==> src/rtl/da_pkg.sv <==
package da_pkg;
    localparam int DA_LANES = 8;
    localparam int DA_SBITS = 8;
    localparam int DA_CBITS = 10;
    localparam logic [DA_LANES*DA_CBITS-1:0] DA_WEIGHTS =
        {10'h12C, 10'h3FF, 10'h0FF, 10'h000, 10'h200, 10'h1FF, 10'h39C, 10'h025};

    typedef enum logic {ST_IDLE, ST_RUN} da_state_e;

    typedef struct packed {
        logic step;     // fold one bit plane this cycle
        logic neg;      // this plane carries negative weight
        logic last;     // final plane of the run
    } da_step_t;

    // width of one table word: sum of lanes weights, signed
    function automatic int tbl_width(int lanes, int cbits);
        return cbits + $clog2(lanes);
    endfunction
endpackage

==> src/rtl/da_ctrl.sv <==
module da_ctrl
    import da_pkg::*;
#(
    parameter int B = DA_SBITS
) (
    input  logic     clk,
    input  logic     rst,
    input  logic     start,
    output logic     load,
    output logic     busy,
    output logic     done,
    output da_step_t step
);
    localparam int CNTW = (B > 1) ? $clog2(B) : 1;
    localparam logic [CNTW-1:0] LAST_IDX = CNTW'(B - 1);

    da_state_e      state_q;
    logic [CNTW-1:0] cnt_q;
    logic           done_q;

    assign load      = start && (state_q == ST_IDLE);
    assign busy      = (state_q == ST_RUN);
    assign done      = done_q;
    assign step.step = busy;
    assign step.neg  = busy && (cnt_q == LAST_IDX);
    assign step.last = busy && (cnt_q == LAST_IDX);

    always_ff @(posedge clk) begin
        if (rst) begin
            state_q <= ST_IDLE;
            cnt_q   <= '0;
            done_q  <= 1'b0;
        end else begin
            done_q <= 1'b0;
            case (state_q)
                ST_IDLE: if (start) begin
                    state_q <= ST_RUN;
                    cnt_q   <= '0;
                end
                ST_RUN: begin
                    if (cnt_q == LAST_IDX) begin
                        state_q <= ST_IDLE;
                        done_q  <= 1'b1;
                    end
                    cnt_q <= cnt_q + 1'b1;
                end
                default: state_q <= ST_IDLE;
            endcase
        end
    end

    // done is a single-cycle strobe
    p_done_pulse_r2: assert property (@(posedge clk) disable iff (rst)
        done |=> !done);
    // the final plane is followed by done
    p_last_done_r2: assert property (@(posedge clk) disable iff (rst)
        step.last |=> done);
    // a start during a run keeps the run going and raises no done
    p_busy_start_r5: assert property (@(posedge clk) disable iff (rst)
        (busy && start && !step.last) |=> (busy && !done));
endmodule

==> src/rtl/da_bitplane.sv <==
module da_bitplane #(
    parameter int N = da_pkg::DA_LANES,
    parameter int B = da_pkg::DA_SBITS
) (
    input  logic         clk,
    input  logic         rst,
    input  logic         load,
    input  logic         shift,
    input  logic [N*B-1:0] samples,
    output logic [N-1:0] addr
);
    for (genvar i = 0; i < N; i++) begin : g_lane
        logic [B-1:0] sr_q;
        always_ff @(posedge clk) begin
            if (rst)        sr_q <= '0;
            else if (load)  sr_q <= samples[i*B +: B];
            else if (shift) sr_q <= {1'b0, sr_q[B-1:1]};
        end
        assign addr[i] = sr_q[0];
    end

    // outside load and shift the captured planes do not move
    p_hold_planes_r8: assert property (@(posedge clk) disable iff (rst)
        (!load && !shift) |=> $stable(addr));
endmodule

==> src/rtl/da_rom.sv <==
module da_rom #(
    parameter int N  = da_pkg::DA_LANES,
    parameter int CW = da_pkg::DA_CBITS,
    parameter logic [N*CW-1:0] COEFS = da_pkg::DA_WEIGHTS,
    localparam int RMW = da_pkg::tbl_width(N, CW)
) (
    input  logic [N-1:0]           addr,
    output logic signed [RMW-1:0]  data
);
    localparam int DEPTH = 2 ** N;

    function automatic logic signed [RMW-1:0] entry_val(int unsigned idx);
        logic [N-1:0]          sel;
        logic signed [RMW-1:0] acc;
        sel = N'(idx);
        acc = '0;
        for (int i = 0; i < N; i++) begin
            if (sel[i])
                acc = acc + {{(RMW-CW){COEFS[i*CW+CW-1]}}, COEFS[i*CW +: CW]};
        end
        return acc;
    endfunction

    logic signed [RMW-1:0] tbl [DEPTH];

    for (genvar a = 0; a < DEPTH; a++) begin : g_entry
        localparam logic signed [RMW-1:0] VAL = entry_val(a);
        assign tbl[a] = VAL;
    end

    assign data = tbl[addr];
endmodule

==> src/rtl/da_accum.sv <==
module da_accum #(
    parameter int RMW = 13,
    parameter int B   = da_pkg::DA_SBITS,
    localparam int HW = RMW + 1,
    localparam int RW = HW + B - 1
) (
    input  logic                  clk,
    input  logic                  rst,
    input  logic                  clear,
    input  logic                  step,
    input  logic                  neg,
    input  logic signed [RMW-1:0] rom_val,
    output logic signed [RW-1:0]  result
);
    localparam int SW     = HW + 1;
    localparam int HI_LIM = 2 ** (RMW - 1);

    logic signed [HW-1:0] hi_q;
    logic [B-1:0]         lo_q;
    logic signed [SW-1:0] term, sum;
    logic [HW+B-1:0]      joined;

    always_comb begin
        term = {{(SW-RMW){rom_val[RMW-1]}}, rom_val};
        if (neg) term = -term;
        sum = {hi_q[HW-1], hi_q} + term;
    end

    always_ff @(posedge clk) begin
        if (rst || clear) begin
            hi_q <= '0;
            lo_q <= '0;
        end else if (step) begin
            hi_q <= sum[SW-1:1];
            lo_q <= {sum[0], lo_q[B-1:1]};
        end
    end

    assign joined = {hi_q, lo_q};
    assign result = joined[RW-1:0];

    // the partial sum stays inside the range its width was sized for
    p_no_overflow_r3: assert property (@(posedge clk) disable iff (rst)
        (int'(hi_q) <= HI_LIM) && (int'(hi_q) >= -HI_LIM));
    // without step or clear the result holds
    p_hold_result_r6: assert property (@(posedge clk) disable iff (rst)
        (!step && !clear) |=> $stable(result));
endmodule

==> src/rtl/da_inner_product.sv <==
module da_inner_product
    import da_pkg::*;
#(
    parameter int N  = DA_LANES,
    parameter int B  = DA_SBITS,
    parameter int CW = DA_CBITS,
    parameter logic [N*CW-1:0] COEFS = DA_WEIGHTS,
    localparam int RMW = tbl_width(N, CW),
    localparam int RW  = RMW + B
) (
    input  logic                 clk,
    input  logic                 rst,
    input  logic                 start,
    input  logic [N*B-1:0]       samples,
    output logic                 busy,
    output logic                 done,
    output logic signed [RW-1:0] result
);
    da_step_t              step;
    logic                  load;
    logic [N-1:0]          addr;
    logic signed [RMW-1:0] rom_val;

    da_ctrl #(.B(B)) u_ctrl (
        .clk(clk), .rst(rst), .start(start),
        .load(load), .busy(busy), .done(done), .step(step)
    );

    da_bitplane #(.N(N), .B(B)) u_planes (
        .clk(clk), .rst(rst), .load(load), .shift(step.step),
        .samples(samples), .addr(addr)
    );

    da_rom #(.N(N), .CW(CW), .COEFS(COEFS)) u_rom (
        .addr(addr), .data(rom_val)
    );

    da_accum #(.RMW(RMW), .B(B)) u_acc (
        .clk(clk), .rst(rst), .clear(load), .step(step.step),
        .neg(step.neg), .rom_val(rom_val), .result(result)
    );

    // result strobe and busy never overlap
    p_done_idle_r2: assert property (@(posedge clk) disable iff (rst)
        done |-> !busy);
endmodule

==> config.mk <==
export PLATFORM = sky130hd
export DESIGN_NAME = da_inner_product
export DESIGN_NICKNAME = d
export VERILOG_FILES = /design/src/rtl/da_pkg.sv /design/src/rtl/da_ctrl.sv /design/src/rtl/da_bitplane.sv /design/src/rtl/da_rom.sv /design/src/rtl/da_accum.sv /design/src/rtl/da_inner_product.sv
export SDC_FILE = /design/constraint.sdc
export NUM_CORES = 1
export LEC_CHECK = 0
export BUFFER_PORTS_ARGS = -buffer_cell sky130_fd_sc_hd__buf_4
export CAP_MARGIN = 10
export CORE_MARGIN = 2
export CORE_UTILIZATION = 45
export CTS_BUF_LIST = sky130_fd_sc_hd__clkbuf_4 sky130_fd_sc_hd__clkbuf_8
export DETAILED_ROUTE_END_ITERATION = 10
export GPL_ROUTABILITY_DRIVEN = 0
export GPL_TIMING_DRIVEN = 0
export PLACE_DENSITY = 0.7
export SLEW_MARGIN = 30
export SYNTH_ARGS = -nofsm -noshare
export SYNTH_HDL_FRONTEND = slang
export SYNTH_HIERARCHICAL = 1
export SYNTH_SLANG_ARGS = --single-unit
==> constraint.sdc <==
create_clock -name clk -period 10.5 [get_ports clk]
set_input_delay 1.575 -clock clk [delete_from_list [all_inputs] [get_ports clk]]
set_output_delay 1.575 -clock clk [all_outputs]
set_load 0.05 [all_outputs]
==> impl_results.md <==
* CP Cell Sequence: buf_4 > inv_1 > ha_1 > inv_1 > ha_1 > o21ai_0 > nand2_1 > o221ai_1 > a21bo_1 > or4_1 > o21ai_0 > xnor2_1 > ha_1 > nand3_1 > o211ai_1 > a21boi_0 > or4_1 > o211ai_1
* Worst EP arrival at ~5.4 ns
* Status: complete, no violations
* Tcrit/Tclk final at about half
* Setup TNS at 0 ns
* # Post-CTS Setup Buffers at 0
* WL per Instance at approximately 14 um
* Max Fclk at a little under 0.2 GHz
* Post-synthesis cell area at ~5800 um^2
* DRC at 0
* Cts hold-fix bufs at 0
* CP startpoint kind: flip-flop
* Unrepaired setup endpoints after global routing: false
* CTS tree: yes
* Crit-path max FO at 10
* Ratio of cells with drive above 1 in the final layout at around 22%
* Headroom to the max-slew limit at approximately 55%
* Via count at roughly 5,000
* Hpwl dp at 9905 um
* Worst path slowest cell: or4_1
* Iter 0 DRT Violations at 358
* WL final at roughly 13,000 um
* Worst-path clk slew at approximately 0.09 ns
* FF-to-FF path depth at 18
* CP max stage delay at between 0.5 and 0.6 ns
* Avg Inst Size Synth at just under 9 um^2
* Core area at between 10,000 and 15,000 um^2
* Multi-input gate area in the final layout at 3595 um^2
* Clk root buf: clkbuf_8
* I/O pin cnt at 90
* CP endpoint kind: flip-flop
* DRT Pass-1 Iters at 4
* Fill count at between 1,000 and 1,500
* Fin. Hold Viols at 0
* NumNets Final at between 800 and 900
* Worst VDD drop at ~140 uV
* GRT Total Usage at about a fifth
* Number of routed nets with antenna violations at 0
* Hold Crit Class: reg -> reg
* Setup crit start: u_planes/g_lane[1].sr_q[0]$_SDFFE_PP0P_
* Reg2reg setup slack at 5.36 ns
* Total gr overflow at 0
* Final critical-path required period at between 5 and 6 ns
* Fin area at between 6000 and 7000 um^2
* Placed cell areas at around 6600 um^2
* Starting density of the core at between 40% and 50%
* Synth warnings at 6
* Clock sink count at 83
* Area Overhead vs Synth at 18.18%
* Worst R2R Start: u_planes/g_lane[1].sr_q[0]$_SDFFE_PP0P_
* Mapped Cells at between 600 and 700
* Vias per cell at 5.455
* PortBufs at 81
* Total CTS buffers at 9
* N_diodes at 0
* Slew @ Worst Pin at 0.6794 ns
* Static Leak at 2.857 nW
* Vias in the first global route at approximately 4,900
* Worst r2r dst: u_acc/hi_q[11]$_SDFFE_PP0P_
* Worst path required time at roughly 11 ns
* Largest net degree at the start of global routing at 16
* MaxCap Viol Count at 0
* FP Rows at 41
* FF+latch area at ~1700 um^2
* H-tree levels at 3
* Clock skew at about 0.0087 ns
* Post-CTS sizing at 0
* Max Transition Viols Final at 0
* Die area at 13,710 um^2
* Initial antenna violation count at 0
* Synthesized net count at approximately 750
* PD cells at 138.5 nW/um^2
* Die width at about 120 um
* First-pass GRT wire length at approximately 22,000 um
* Clk_lat worst skew at 0.37 ns
* WS Path Type: reg -> reg
* Die Ht at roughly 120 um
* Crit path to: u_acc/hi_q[11]$_SDFFE_PP0P_
* Final setup viols at 0
* Most frequent CP cell: ha_1
* Clock Tree Buf Depth at 2
[through the flow]
stage               std cells  total power (W)  utilization (%)  setup WS (ns)  hold WS (ns)
floorplan                 645        0.0006040                -          6.104        0.4588
global placement          898        0.0006729            52.33          5.562        0.4784
detailed placement        898        0.0006841            52.33          5.449        0.4952
CTS                       914        0.0009479            54.11          5.436        0.5083
global route              914        0.0009969            54.11          4.990        0.5444
finish                    914        0.0009416            54.11          5.357        0.5051
[worst min-delay path by stage]
| stage | endpoint | startpoint | slack (ns) | cells after the start |
|---|---|---|---|---|
| floorplan | u_acc/hi_q[4]$_SDFFE_PP0P_ | u_acc/hi_q[4]$_SDFFE_PP0P_ | 0.46 | 2 |
| finish | u_acc/hi_q[4]$_SDFFE_PP0P_ | u_acc/hi_q[4]$_SDFFE_PP0P_ | 0.51 | 2 |
| CTS | u_acc/hi_q[4]$_SDFFE_PP0P_ | u_acc/hi_q[4]$_SDFFE_PP0P_ | 0.51 | 2 |
| global placement | u_acc/lo_q[0]$_SDFFE_PP0P_ | u_acc/lo_q[0]$_SDFFE_PP0P_ | 0.48 | 2 |
| detailed placement | u_acc/hi_q[4]$_SDFFE_PP0P_ | u_acc/hi_q[4]$_SDFFE_PP0P_ | 0.50 | 2 |
| global route | u_acc/hi_q[4]$_SDFFE_PP0P_ | u_acc/hi_q[4]$_SDFFE_PP0P_ | 0.54 | 2 |
[registers in the layout, indices dropped and copies added (netlist names)]
name / flops
u_acc/hi_q: 14
u_ctrl/busy: 1
u_acc/lo_q: 8
u_planes/g_lane.sr_q: 56
u_ctrl/done: 1
u_ctrl/cnt_q: 3
[cells in the final DEF, fill, tap and decap left out, types with 8 or more instances in the layout]
master	count
o21ai_0	13
nor3_1	9
clkbuf_1	19
a31oi_1	9
nand3_1	10
buf_6	11
or3b_1	8
ha_1	39
dfxtp_1	83
clkbuf_8	9
a21oi_1	30
nor2b_1	49
o211ai_1	8
xnor2_1	16
nor2_1	27
inv_1	13
nand2_1	37
a211oi_1	50
buf_2	11
mux2i_1	66
a21o_1	11
buf_4	106
[worst max-delay path, delay by kind of cell, from the launching register on]
| kind | cells | cell delay (ns) |
|---|---|---|
| simple gates | 4 | 1.33 |
| compound gates | 7 | 1.68 |
| xor+xnor | 1 | 0.14 |
| buf+inv | 3 | 0.50 |
| flops | 1 | 0.33 |
| fa+ha+maj | 3 | 1.08 |
[per-layer routing]
layer	vias to the layer above	part of all wire [%]	GRT usage, %
met1	2305	45	24.71
met4	0	1.9	6.980
met3	23	4.5	3.759
met2	147	49	35.34
li1	2511	-	-
met5	-	0	0
[power by group]
group	switching (W)	internal, W
Combinational	0.000183	0.000142
Clock	0.000125	0.000136
Sequential	0.0000164	0.000339
Total	0.000325	0.000617
[cell type report]
cell class	instances	area share [%]
inverter	14	0.7728
multi-input combinational	480	52.86
clock inverter	7	1.454
tap	172	3.165
clock buffer	9	1.822
sequential	83	24.43
buffer	68	6.550
timing repair buffer	81	8.942
Note: power is estimated with default switching activity, not from simulation.
